===== config.mk =====
export PLATFORM = sky130hd
export DESIGN_NAME = irqc_cascade
export DESIGN_NICKNAME = d
export VERILOG_FILES = /design/src/rtl/irqc_pkg.sv /design/src/rtl/irqc_lsb_find.sv /design/src/rtl/irqc_regs.sv /design/src/rtl/irqc_resolve.sv /design/src/rtl/irqc_cascade.sv
export SDC_FILE = /design/constraint.sdc
export NUM_CORES = 1
export LEC_CHECK = 0
export BUFFER_PORTS_ARGS = -buffer_cell sky130_fd_sc_hd__buf_2
export CELL_PAD_IN_SITES_DETAIL_PLACEMENT = 0
export CELL_PAD_IN_SITES_GLOBAL_PLACEMENT = 1
export CORE_MARGIN = 2
export CORE_UTILIZATION = 40
export CTS_CLUSTER_SIZE = 14
export DETAILED_ROUTE_END_ITERATION = 8
export PLACE_DENSITY = 0.82
export SETUP_SLACK_MARGIN = 0.1
export SLEW_MARGIN = 10
export SYNTH_ARGS = -nofsm -noshare
export SYNTH_HDL_FRONTEND = slang
export SYNTH_HIERARCHICAL = 1
export SYNTH_SLANG_ARGS = --single-unit

===== constraint.sdc =====
create_clock -name clk_i -period 7.1 [get_ports clk_i]
set_input_delay 1.065 -clock clk_i [delete_from_list [all_inputs] [get_ports clk_i]]
set_output_delay 1.065 -clock clk_i [all_outputs]
set_load 0.01 [all_outputs]

===== src/rtl/irqc_pkg.sv =====
package irqc_pkg;

    typedef enum logic [1:0] {
        CLS_MAIN = 2'd0,
        CLS_SW   = 2'd1,
        CLS_GPIO = 2'd2,
        CLS_NONE = 2'd3
    } src_class_e;

    typedef enum logic {
        ST_IDLE   = 1'b0,
        ST_ACTIVE = 1'b1
    } out_state_e;

endpackage


===== src/rtl/irqc_lsb_find.sv =====
module irqc_lsb_find #(
    parameter int W  = 32,
    localparam int IW = $clog2(W)
) (
    input  logic [W-1:0]  word_i,
    output logic          hit_o,
    output logic [IW-1:0] idx_o
);

    always_comb begin
        hit_o = |word_i;
        idx_o = '0;
        for (int i = W - 1; i >= 0; i--) begin
            if (word_i[i]) begin
                idx_o = IW'(i);
            end
        end
    end

endmodule


===== src/rtl/irqc_regs.sv =====
module irqc_regs #(
    parameter int NBANKS = 3,
    parameter int W      = 32,
    localparam int AW    = $clog2(2 * NBANKS + 2)
) (
    input  logic                clk_i,
    input  logic                rst_ni,
    input  logic                wr_i,
    input  logic [AW-1:0]       addr_i,
    input  logic [W-1:0]        wdata_i,
    output logic [W-1:0]        rdata_o,
    output logic [NBANKS*W-1:0] en_a_o,
    output logic [NBANKS*W-1:0] en_b_o,
    output logic [W-1:0]        sw_en_o,
    output logic [W-1:0]        sw_trig_o
);

    localparam logic [AW-1:0] ADDR_SWEN = AW'(2 * NBANKS);
    localparam logic [AW-1:0] ADDR_TRIG = AW'(2 * NBANKS + 1);

    logic [W-1:0] en_a_q [NBANKS];
    logic [W-1:0] en_b_q [NBANKS];
    logic [W-1:0] sw_en_q;
    logic [W-1:0] sw_trig_q;

    always_ff @(posedge clk_i or negedge rst_ni) begin
        if (!rst_ni) begin
            for (int b = 0; b < NBANKS; b++) begin
                en_a_q[b] <= '0;
                en_b_q[b] <= '0;
            end
            sw_en_q   <= '0;
            sw_trig_q <= '0;
        end else if (wr_i) begin
            for (int b = 0; b < NBANKS; b++) begin
                if (addr_i == AW'(b)) begin
                    en_a_q[b] <= wdata_i;
                end
                if (addr_i == AW'(NBANKS + b)) begin
                    en_b_q[b] <= wdata_i;
                end
            end
            if (addr_i == ADDR_SWEN) begin
                sw_en_q <= wdata_i;
            end
            if (addr_i == ADDR_TRIG) begin
                sw_trig_q <= wdata_i;
            end
        end
    end

    always_comb begin
        rdata_o = '0;
        for (int b = 0; b < NBANKS; b++) begin
            if (addr_i == AW'(b)) begin
                rdata_o = en_a_q[b];
            end
            if (addr_i == AW'(NBANKS + b)) begin
                rdata_o = en_b_q[b];
            end
        end
        if (addr_i == ADDR_SWEN) begin
            rdata_o = sw_en_q;
        end
        if (addr_i == ADDR_TRIG) begin
            rdata_o = sw_trig_q;
        end
    end

    for (genvar b = 0; b < NBANKS; b++) begin : g_flat
        assign en_a_o[b*W +: W] = en_a_q[b];
        assign en_b_o[b*W +: W] = en_b_q[b];
    end

    assign sw_en_o   = sw_en_q;
    assign sw_trig_o = sw_trig_q;

    // the first edge after reset release sees all enables cleared
    a_r2_enables_clear: assert property (@(posedge clk_i) disable iff (!rst_ni)
        $rose(rst_ni) |-> (en_a_o == '0 && en_b_o == '0 && sw_en_q == '0));

    // the trigger word only changes on a write to its address
    a_r8_trigger_sticky: assert property (@(posedge clk_i) disable iff (!rst_ni)
        !(wr_i && addr_i == ADDR_TRIG) |=> $stable(sw_trig_q));

endmodule


===== src/rtl/irqc_resolve.sv =====
module irqc_resolve #(
    parameter int NBANKS   = 3,
    parameter int W        = 32,
    parameter int SW_POS   = 7,
    parameter int GPIO_POS = 8,
    localparam int IW      = $clog2(W),
    localparam int VW      = $clog2(NBANKS * W)
) (
    input  logic [NBANKS*W-1:0] status_i,
    input  logic [NBANKS*W-1:0] en_a_i,
    input  logic [NBANKS*W-1:0] en_b_i,
    input  logic [W-1:0]        sw_en_i,
    input  logic [W-1:0]        sw_trig_i,
    input  logic [W-1:0]        gpio_i,
    output logic                win_valid_o,
    output logic [VW-1:0]       win_vec_o,
    output irqc_pkg::src_class_e win_cls_o,
    output logic                any_b_o
);

    import irqc_pkg::*;

    logic [NBANKS-1:0] main_hit;
    logic [NBANKS-1:0] casc_hit;
    logic [IW-1:0]     main_idx [NBANKS];

    for (genvar b = 0; b < NBANKS; b++) begin : g_bank
        localparam logic [W-1:0] ONE  = W'(1);
        localparam logic [W-1:0] KEEP = (b == 0) ? ~(ONE << SW_POS) :
                                        (b == 1) ? ~(ONE << GPIO_POS) : '1;
        localparam int CPOS = (b == 0) ? SW_POS : GPIO_POS;

        logic [W-1:0] pend;
        assign pend = status_i[b*W +: W] & en_a_i[b*W +: W];

        if (b < 2) begin : g_casc
            assign casc_hit[b] = pend[CPOS];
        end else begin : g_plain
            assign casc_hit[b] = 1'b0;
        end

        irqc_lsb_find #(.W(W)) u_find (
            .word_i (pend & KEEP),
            .hit_o  (main_hit[b]),
            .idx_o  (main_idx[b])
        );
    end

    logic          sw_hit, gp_hit;
    logic [IW-1:0] sw_idx, gp_idx;

    irqc_lsb_find #(.W(W)) u_find_sw (
        .word_i (sw_trig_i & sw_en_i),
        .hit_o  (sw_hit),
        .idx_o  (sw_idx)
    );

    irqc_lsb_find #(.W(W)) u_find_gpio (
        .word_i (gpio_i),
        .hit_o  (gp_hit),
        .idx_o  (gp_idx)
    );

    always_comb begin
        win_valid_o = 1'b0;
        win_vec_o   = '0;
        win_cls_o   = CLS_NONE;
        for (int b = 0; b < NBANKS; b++) begin
            if (!win_valid_o) begin
                if (b == 0 && casc_hit[b] && sw_hit) begin
                    win_valid_o = 1'b1;
                    win_vec_o   = VW'(sw_idx);
                    win_cls_o   = CLS_SW;
                end else if (b == 1 && casc_hit[b] && gp_hit) begin
                    win_valid_o = 1'b1;
                    win_vec_o   = VW'(gp_idx);
                    win_cls_o   = CLS_GPIO;
                end else if (main_hit[b]) begin
                    win_valid_o = 1'b1;
                    win_vec_o   = VW'(b * W) + VW'(main_idx[b]);
                    win_cls_o   = CLS_MAIN;
                end
            end
        end
    end

    assign any_b_o = |(status_i & en_b_i);

endmodule


===== src/rtl/irqc_cascade.sv =====
module irqc_cascade #(
    parameter int NBANKS        = 3,
    parameter int W             = 32,
    parameter int SW_CASC_POS   = 7,
    parameter int GPIO_CASC_SRC = 40,
    localparam int AW           = $clog2(2 * NBANKS + 2),
    localparam int VW           = $clog2(NBANKS * W)
) (
    input  logic                clk_i,
    input  logic                rst_ni,
    input  logic                reg_wr_i,
    input  logic [AW-1:0]       reg_addr_i,
    input  logic [W-1:0]        reg_wdata_i,
    output logic [W-1:0]        reg_rdata_o,
    input  logic [NBANKS*W-1:0] src_status_i,
    input  logic [W-1:0]        gpio_pend_i,
    output logic                cpu_irq_o,
    output logic                cpu_irq_b_o,
    output logic [VW-1:0]       irq_vec_o,
    output logic [1:0]          irq_cls_o
);

    import irqc_pkg::*;

    localparam int GPIO_POS = GPIO_CASC_SRC % W;

    logic [NBANKS*W-1:0] en_a_w, en_b_w;
    logic [W-1:0]        sw_en_w, sw_trig_w;

    irqc_regs #(.NBANKS(NBANKS), .W(W)) u_regs (
        .clk_i     (clk_i),
        .rst_ni    (rst_ni),
        .wr_i      (reg_wr_i),
        .addr_i    (reg_addr_i),
        .wdata_i   (reg_wdata_i),
        .rdata_o   (reg_rdata_o),
        .en_a_o    (en_a_w),
        .en_b_o    (en_b_w),
        .sw_en_o   (sw_en_w),
        .sw_trig_o (sw_trig_w)
    );

    logic       win_valid;
    logic [VW-1:0] win_vec;
    src_class_e win_cls;
    logic       any_b;

    irqc_resolve #(
        .NBANKS   (NBANKS),
        .W        (W),
        .SW_POS   (SW_CASC_POS),
        .GPIO_POS (GPIO_POS)
    ) u_resolve (
        .status_i    (src_status_i),
        .en_a_i      (en_a_w),
        .en_b_i      (en_b_w),
        .sw_en_i     (sw_en_w),
        .sw_trig_i   (sw_trig_w),
        .gpio_i      (gpio_pend_i),
        .win_valid_o (win_valid),
        .win_vec_o   (win_vec),
        .win_cls_o   (win_cls),
        .any_b_o     (any_b)
    );

    out_state_e state_q, state_d;
    logic [VW-1:0] vec_q;
    src_class_e    cls_q;
    logic          irq_b_q;

    // next-state: RAISE, HOLD, DROP
    always_comb begin
        state_d = state_q;
        unique case (state_q)
            ST_IDLE:   state_d = win_valid ? ST_ACTIVE : ST_IDLE;
            ST_ACTIVE: state_d = win_valid ? ST_ACTIVE : ST_IDLE;
            default:   state_d = ST_IDLE;
        endcase
    end

    always_ff @(posedge clk_i or negedge rst_ni) begin
        if (!rst_ni) begin
            state_q <= ST_IDLE;
        end else begin
            state_q <= state_d;
        end
    end

    always_ff @(posedge clk_i or negedge rst_ni) begin
        if (!rst_ni) begin
            vec_q   <= '0;
            cls_q   <= CLS_NONE;
            irq_b_q <= 1'b0;
        end else begin
            irq_b_q <= any_b;
            unique case (state_d)
                ST_ACTIVE: begin
                    vec_q <= win_vec;
                    cls_q <= win_cls;
                end
                ST_IDLE: begin
                    vec_q <= '0;
                    cls_q <= CLS_NONE;
                end
                default: begin
                    vec_q <= '0;
                    cls_q <= CLS_NONE;
                end
            endcase
        end
    end

    assign cpu_irq_o   = (state_q == ST_ACTIVE);
    assign cpu_irq_b_o = irq_b_q;
    assign irq_vec_o   = vec_q;
    assign irq_cls_o   = cls_q;

    logic [NBANKS*W-1:0] pend_a_w;
    assign pend_a_w = src_status_i & en_a_w;

    // idle outputs carry no vector and no class
    a_r10_idle_outputs: assert property (@(posedge clk_i) disable iff (!rst_ni)
        !cpu_irq_o |-> (irq_vec_o == '0 && irq_cls_o == CLS_NONE));

    // a cascade position never shows as a main source
    a_r6_cascade_hidden: assert property (@(posedge clk_i) disable iff (!rst_ni)
        (cpu_irq_o && irq_cls_o == CLS_MAIN) |->
        (irq_vec_o != VW'(SW_CASC_POS) && irq_vec_o != VW'(W + GPIO_POS)));

    // a software winner needs its cascade bit and a live trigger
    a_r4_sw_origin: assert property (@(posedge clk_i) disable iff (!rst_ni)
        (cpu_irq_o && irq_cls_o == CLS_SW) |->
        ($past(pend_a_w[SW_CASC_POS]) && $past(|(sw_trig_w & sw_en_w))));

    // an external-group winner needs its cascade bit and a pending word
    a_r5_gpio_origin: assert property (@(posedge clk_i) disable iff (!rst_ni)
        (cpu_irq_o && irq_cls_o == CLS_GPIO) |->
        ($past(pend_a_w[W + GPIO_POS]) && $past(|gpio_pend_i)));

    // a main winner implies some enabled status bit one edge earlier
    a_r1_main_origin: assert property (@(posedge clk_i) disable iff (!rst_ni)
        (cpu_irq_o && irq_cls_o == CLS_MAIN) |-> $past(|pend_a_w));

    // line B follows its enables with one edge of delay
    a_r9_line_b: assert property (@(posedge clk_i) disable iff (!rst_ni)
        cpu_irq_b_o |-> $past(|(src_status_i & en_b_w)));

endmodule


Word-level counts from Yosys, hierarchy flattened
Index checks and enable logic that the tools add are counted.
{"block": "word_totals", "regBits": 267, "out_inout_bits": 43}
{"block": "classes", "n_addsub": 2, "eq_ne": 7, "mux": 190, "bitwise": 6, "reduce_logical": 17}
{"operator": "two-way mux 5 bit", "n": 160}
{"operator": "two-way mux 32 bit", "n": 8}
{"operator": "bitwise AND 32 bit", "n": 4}
{"operator": "bitwise AND 96 bit", "n": 1}
{"operator": "OR reduction 32 bit", "n": 3}
{"operator": "OR reduction 96 bit", "n": 1}
{"operator": "OR reduction 31 bit", "n": 2}
{"operator": "two-way mux 7 bit", "n": 5}
{"operator": "AND reduction 2 bit", "n": 8}
{"operator": "two-way mux 2 bit", "n": 7}
{"operator": "case mux 7 bit (2 select lines)", "n": 1}
{"operator": "== test 3 bit, second input constant", "n": 4}
{"operator": "two-way mux 1 bit", "n": 8}
{"operator": "adder 6 x 5 -> 7 bit, first input constant", "n": 1}
{"operator": "adder 7 x 5 -> 7 bit, first input constant", "n": 1}
{"operator": "== test 3 x 2 -> 1 bit, second input constant", "n": 2}
{"operator": "case mux 2 bit (2 select lines)", "n": 1}
{"operator": "== test 3 x 1 -> 1 bit, second input constant", "n": 1}
{"operator": "logical NOT 3 bit", "n": 1}
{"operator": "logical AND 1 bit", "n": 2}
{"operator": "inverter 1 bit", "n": 1}

Logic depth before layout (Yosys ltp)
{"block": "depth", "word_depth": 40, "ltp_mapped": 11}

Hierarchy
The synthesis kept the hierarchy.
{"module": "irqc_regs", "n_inst": 1, "cells_each": 973, "area_per_inst_um2": 12284.3, "seq_area_each_um2": 6406.1}
{"module": "irqc_lsb_find", "n_inst": 5, "cells_each": 65, "area_per_inst_um2": 385.4, "seq_area_each_um2": 0.0}
{"module": "irqc_resolve", "n_inst": 1, "cells_each": 239, "area_per_inst_um2": 1574.0, "seq_area_each_um2": 0.0}
{"module": "irqc_cascade", "n_inst": 1, "cells_each": 20, "area_per_inst_um2": 334.1, "seq_area_each_um2": 277.8}

Worst setup path after synthesis
OpenSTA, ideal clock, no wires.
{"block": "synth_timing", "path_kind": "input to output", "from": "in reg_addr_i[2]", "to": "out reg_rdata_o[29]", "arrival_ns": 2.297, "t_required_ns": 6.035, "path_slack_ns": 3.738, "cell_stages": 6, "cell_sequence": "buf_2 nand2b_1 clkbuf_1 a2bb2oi_1 a221oi_1 a2111oi_1"}
{"block": "synth_between", "elab_chain_cells": 9, "word_cells_on_any_way": 16}
{"element": "start, declared", "line": "irqc_cascade.sv:12", "text": "input logic [AW-1:0] reg_addr_i,"}
{"element": "logical NOT 3 bit", "line": "irqc_regs.sv:55", "text": "if (addr_i == AW'(b)) begin"}
{"element": "two-way mux 32 bit", "line": "irqc_regs.sv:55"}
{"element": "two-way mux 32 bit", "line": "irqc_regs.sv:58", "text": "if (addr_i == AW'(NBANKS + b)) begin"}
{"element": "two-way mux 32 bit", "line": "irqc_regs.sv:55"}
{"element": "two-way mux 32 bit", "line": "irqc_regs.sv:58"}
{"element": "two-way mux 32 bit", "line": "irqc_regs.sv:55"}
{"element": "two-way mux 32 bit", "line": "irqc_regs.sv:58"}
{"element": "two-way mux 32 bit", "line": "irqc_regs.sv:62", "text": "if (addr_i == ADDR_SWEN) begin"}
{"element": "two-way mux 32 bit *", "line": "irqc_regs.sv:65", "text": "if (addr_i == ADDR_TRIG) begin"}
{"element": "end, declared", "line": "irqc_cascade.sv:14", "text": "output logic [W-1:0] reg_rdata_o,"}
Every way passes the cells marked *; elsewhere a longest branch is shown, timed or not.

Worst setup path in the final report
{"block": "layout_timing", "from": "in reg_addr_i[1]", "to": "out reg_rdata_o[30]"}
The elaborated chain is that of the path after synthesis.

==> results.cfg <==
[run_status]
status = finished, final reports clean

[timing]
slew-limit-headroom_pct = 20.3
rsz0062_at_grt = false
setup_viol = 0
skew_ns = 0.0361
fin_crit_sh_pct = 67.9
slew_viol_final = 0
tightest_slew_ns = 1.19
setup_ws_ns = 2.28
whs_ns = 0.512
setup-tns-final_ns = 0
hold_violations = 0
min_period_ns = 4.82
fmax_mhz = 208

[floorplan]
rows = 73
die_area_um2 = 41900
die_height_um = 205
initial_utilization_pct = 40.6
ios = 209
die_w_um = 205
core-area_um2 = 39700

[worst_setup_path]
r2r-end = irq_vec_o[0]
r2r-start = u_regs/en_a_o[25]
crit_type = in2out
path_max_fanout = 34
ff2ff_setup_slack_ns = 3.77
endpoint_kind = output pin
cp_data_required_time_ns = 6.03
cp-start-kind = input pin
critPathArrivalTime_ns = 3.75
reg2regPathDepth = 11

[cells_and_area]
nFillCells = 3826
finalNetCount = 1911
layout_common_cells = dfrtp_1 (265), mux2_2 (247), buf_2 (206), and2_1 (140), a21oi_1 (98)
seq_area_um2 = 6680
mostFrequentLayoutCell = dfrtp_1
fin_util_pct = 46.9
area_delta_synth_final_pct = 15.5
multiInputGateArea_um2 = 8930
layout-drive-gt1-share_pct = 32.2

[routing]
drt-vias-per-instance = 6.30
routedWlPerCell_um = 28.1
drc = 0
vias = 14500
routed_wl_um = 64500
ant_nets = 0
firstDrtPassIters = 8
drt_iter0_markers = 1496

[pwr]
p_int_uw = 3510
comb_power_share_pct = 29.1
vdd_drop_max_mv = 0.196
power_leakage_uw = 0.00802
power_frac_clock_pct = 29.7
seqPwrFrac_pct = 41.1
power_switching_uw = 1940
power-per-cell-area_nw_per_um2 = 293
swShare_pct = 35.5

[synthesis]
yosysUniqueCellTypes = 60
yosys.area.top_type = dfrtp_1
post-synth-top-area-fraction_pct = 41.1
async_flop_share_pct = 100
yosys_most_used_dff = dfrtp_1
synth_warnings = 6
synth_mux_area_share_pct = 23.4
synth-compound-area-share_pct = 16.2
avgSynthCellArea_um2 = 10.4
synth_xor_area_share_pct = 0
synthTopCellsByArea = dfrtp_1 (41%), mux2_2 (17%), and2_1 (5.4%)
yosys.area_share.adder_pct = 0
netlist_area_um2 = 16100
synthSimpleGateAreaFrac_pct = 15.5
ys_ff_latch = 267
synthCells = 1557
synth_top_family_by_area = multiplexers
yosysSeqAreaShare_pct = 41.5
synth_edf_count = 0

[clocking]
cts_buffers = 31
cts.sinks = 267
post_cts_resized = 0
cts_max_path_buffers = 3
post_cts_buffers = 0
clk_latency_ns = 0.61
htreeDepth = 1
path_clk_slew_ns = 0.06
cts_tree = done
clockRootBuffer = clkbuf_16
cts_hold_buf = 0

[grt]
track_usage_pct = 30.2
antenna_found_initial = 3
grt_overflow = 0
grt_pass1_vias = 13800
grt_pass1_wl_um = 92600
grt_max_degree = 151

[worst_hold_path]
worstHoldStart = u_regs/en_a_o[0]
hold_path_class = reg2reg
whs_endpoint = u_regs/en_a_o[0]
min_path_cells = 1

[placed_design]
hpwl_um = 48300
place.gp.congestion = 1.01
preCtsSetupSlack_ns = 2.43
portBuffers = 208

[flow_run]
max_cap_viol_count = 0
[kinds of logic (layout without fill, tap and decap cells)]
| family | Yosys count | in the layout |
|---|---|---|
| multiplexers | 345 | 345 |
| buffers and inverters | 111 | 313 |
| AND/OR/NAND/NOR | 439 | 439 |
| flip-flops | 267 | 267 |
| AO/OA/AOI/OAI | 394 | 394 |
| other | 1 | 9 |
[final cells by class]
| cell class | count | area share (%) |
|---|---|---|
| Clock inverter | 12 | 0.846 |
| Clock buffer | 41 | 4.64 |
| Tap cell | 525 | 3.53 |
| Timing Repair Buffer | 225 | 6.43 |
| Antenna cell | 2 | 0.0269 |
| Inverter | 35 | 0.705 |
| Multi-Input combinational cell | 1185 | 47.9 |
| Sequential cell | 267 | 35.9 |
[synth_stat cells, drive strengths merged (2+ instances only)]
| cell type | n |
|---|---|
| nor2 | 64 |
| nor3 | 38 |
| o21ai | 77 |
| nor4 | 37 |
| mux2i | 85 |
| o31ai | 20 |
| a21boi | 5 |
| nand3 | 12 |
| o22ai | 5 |
| nor3b | 11 |
| a22oi | 96 |
| or4 | 20 |
| mux2 | 260 |
| nor2b | 6 |
| a211oi | 5 |
| o2111ai | 5 |
| o211ai | 31 |
| a2bb2oi | 4 |
| clkbuf | 22 |
| and2 | 140 |
| nand2b | 3 |
| nand4 | 16 |
| a21o | 5 |
| a31oi | 5 |
| and3 | 3 |
| o21a | 5 |
| buf | 54 |
| a2111oi | 12 |
| nand2 | 88 |
| a22o | 6 |
| dfstp | 2 |
| a21oi | 98 |
| a221oi | 12 |
| dfrtp | 265 |
| inv | 35 |
[flip-flops by register name, summed over array words and instances (netlist names)]
register	count
u_regs/sw_en_o	32
u_regs/en_a_o	96
irq_cls_o	2
cpu_irq_o	1
cpu_irq_b_o	1
u_regs/sw_trig_o	32
u_regs/en_b_o	96
irq_vec_o	7
[worst max-delay path, cell delays in order]
cell,delay (ns)
buf_2,0.36
buf_4,0.34
nor2b_2,0.87
buf_4,0.42
a32oi_1,0.11
o221a_2,0.20
a21oi_1,0.17
buf_2,0.17
[power by group through the flow]
stage               Sequential [uW]  Clock (uW)  Combinational, uW
global route                   2270        1700               1690
global placement               2240           0               1510
detailed placement             2250           0               1540
CTS                            2230        1640               1550
finish                         2240        1620               1590
floorplan                      2070           0               1030
[metrics by stage]
| step | std cells | instance area, um^2 | total power (uW) |
|---|---|---|---|
| after global placement | 2237 | 17600 | 3740 |
| final | 2292 | 18600 | 5450 |
| after global routing | 2291 | 18600 | 5670 |
| after floorplan | 1563 | 16100 | 3100 |
| after detailed placement | 2237 | 17600 | 3790 |
| after CTS | 2290 | 18600 | 5420 |
[per-layer routing]
metal  GRT usage [%]  up-vias  wire length [um]
met5           0.119        -                13
met4            13.6        2              3100
met2            47.2      895             29000
met1            39.9     7182             25600
met3            7.10      148              6770
li1                -     6224                 -
[worst max path at each step]
stage                        from              end  slack [ns]  depth (start not counted)
floorplan           reg_addr_i[2]  reg_rdata_o[29]        3.74                          6
global placement    reg_addr_i[1]  reg_rdata_o[30]        2.46                          8
detailed placement  reg_addr_i[1]  reg_rdata_o[30]        2.43                          8
CTS                 reg_addr_i[1]  reg_rdata_o[30]        2.41                          8
global route        reg_addr_i[1]  reg_rdata_o[30]        2.26                          8
finish              reg_addr_i[1]  reg_rdata_o[30]        2.28                          8
No activity file was read; power rests on OpenSTA's default activity.
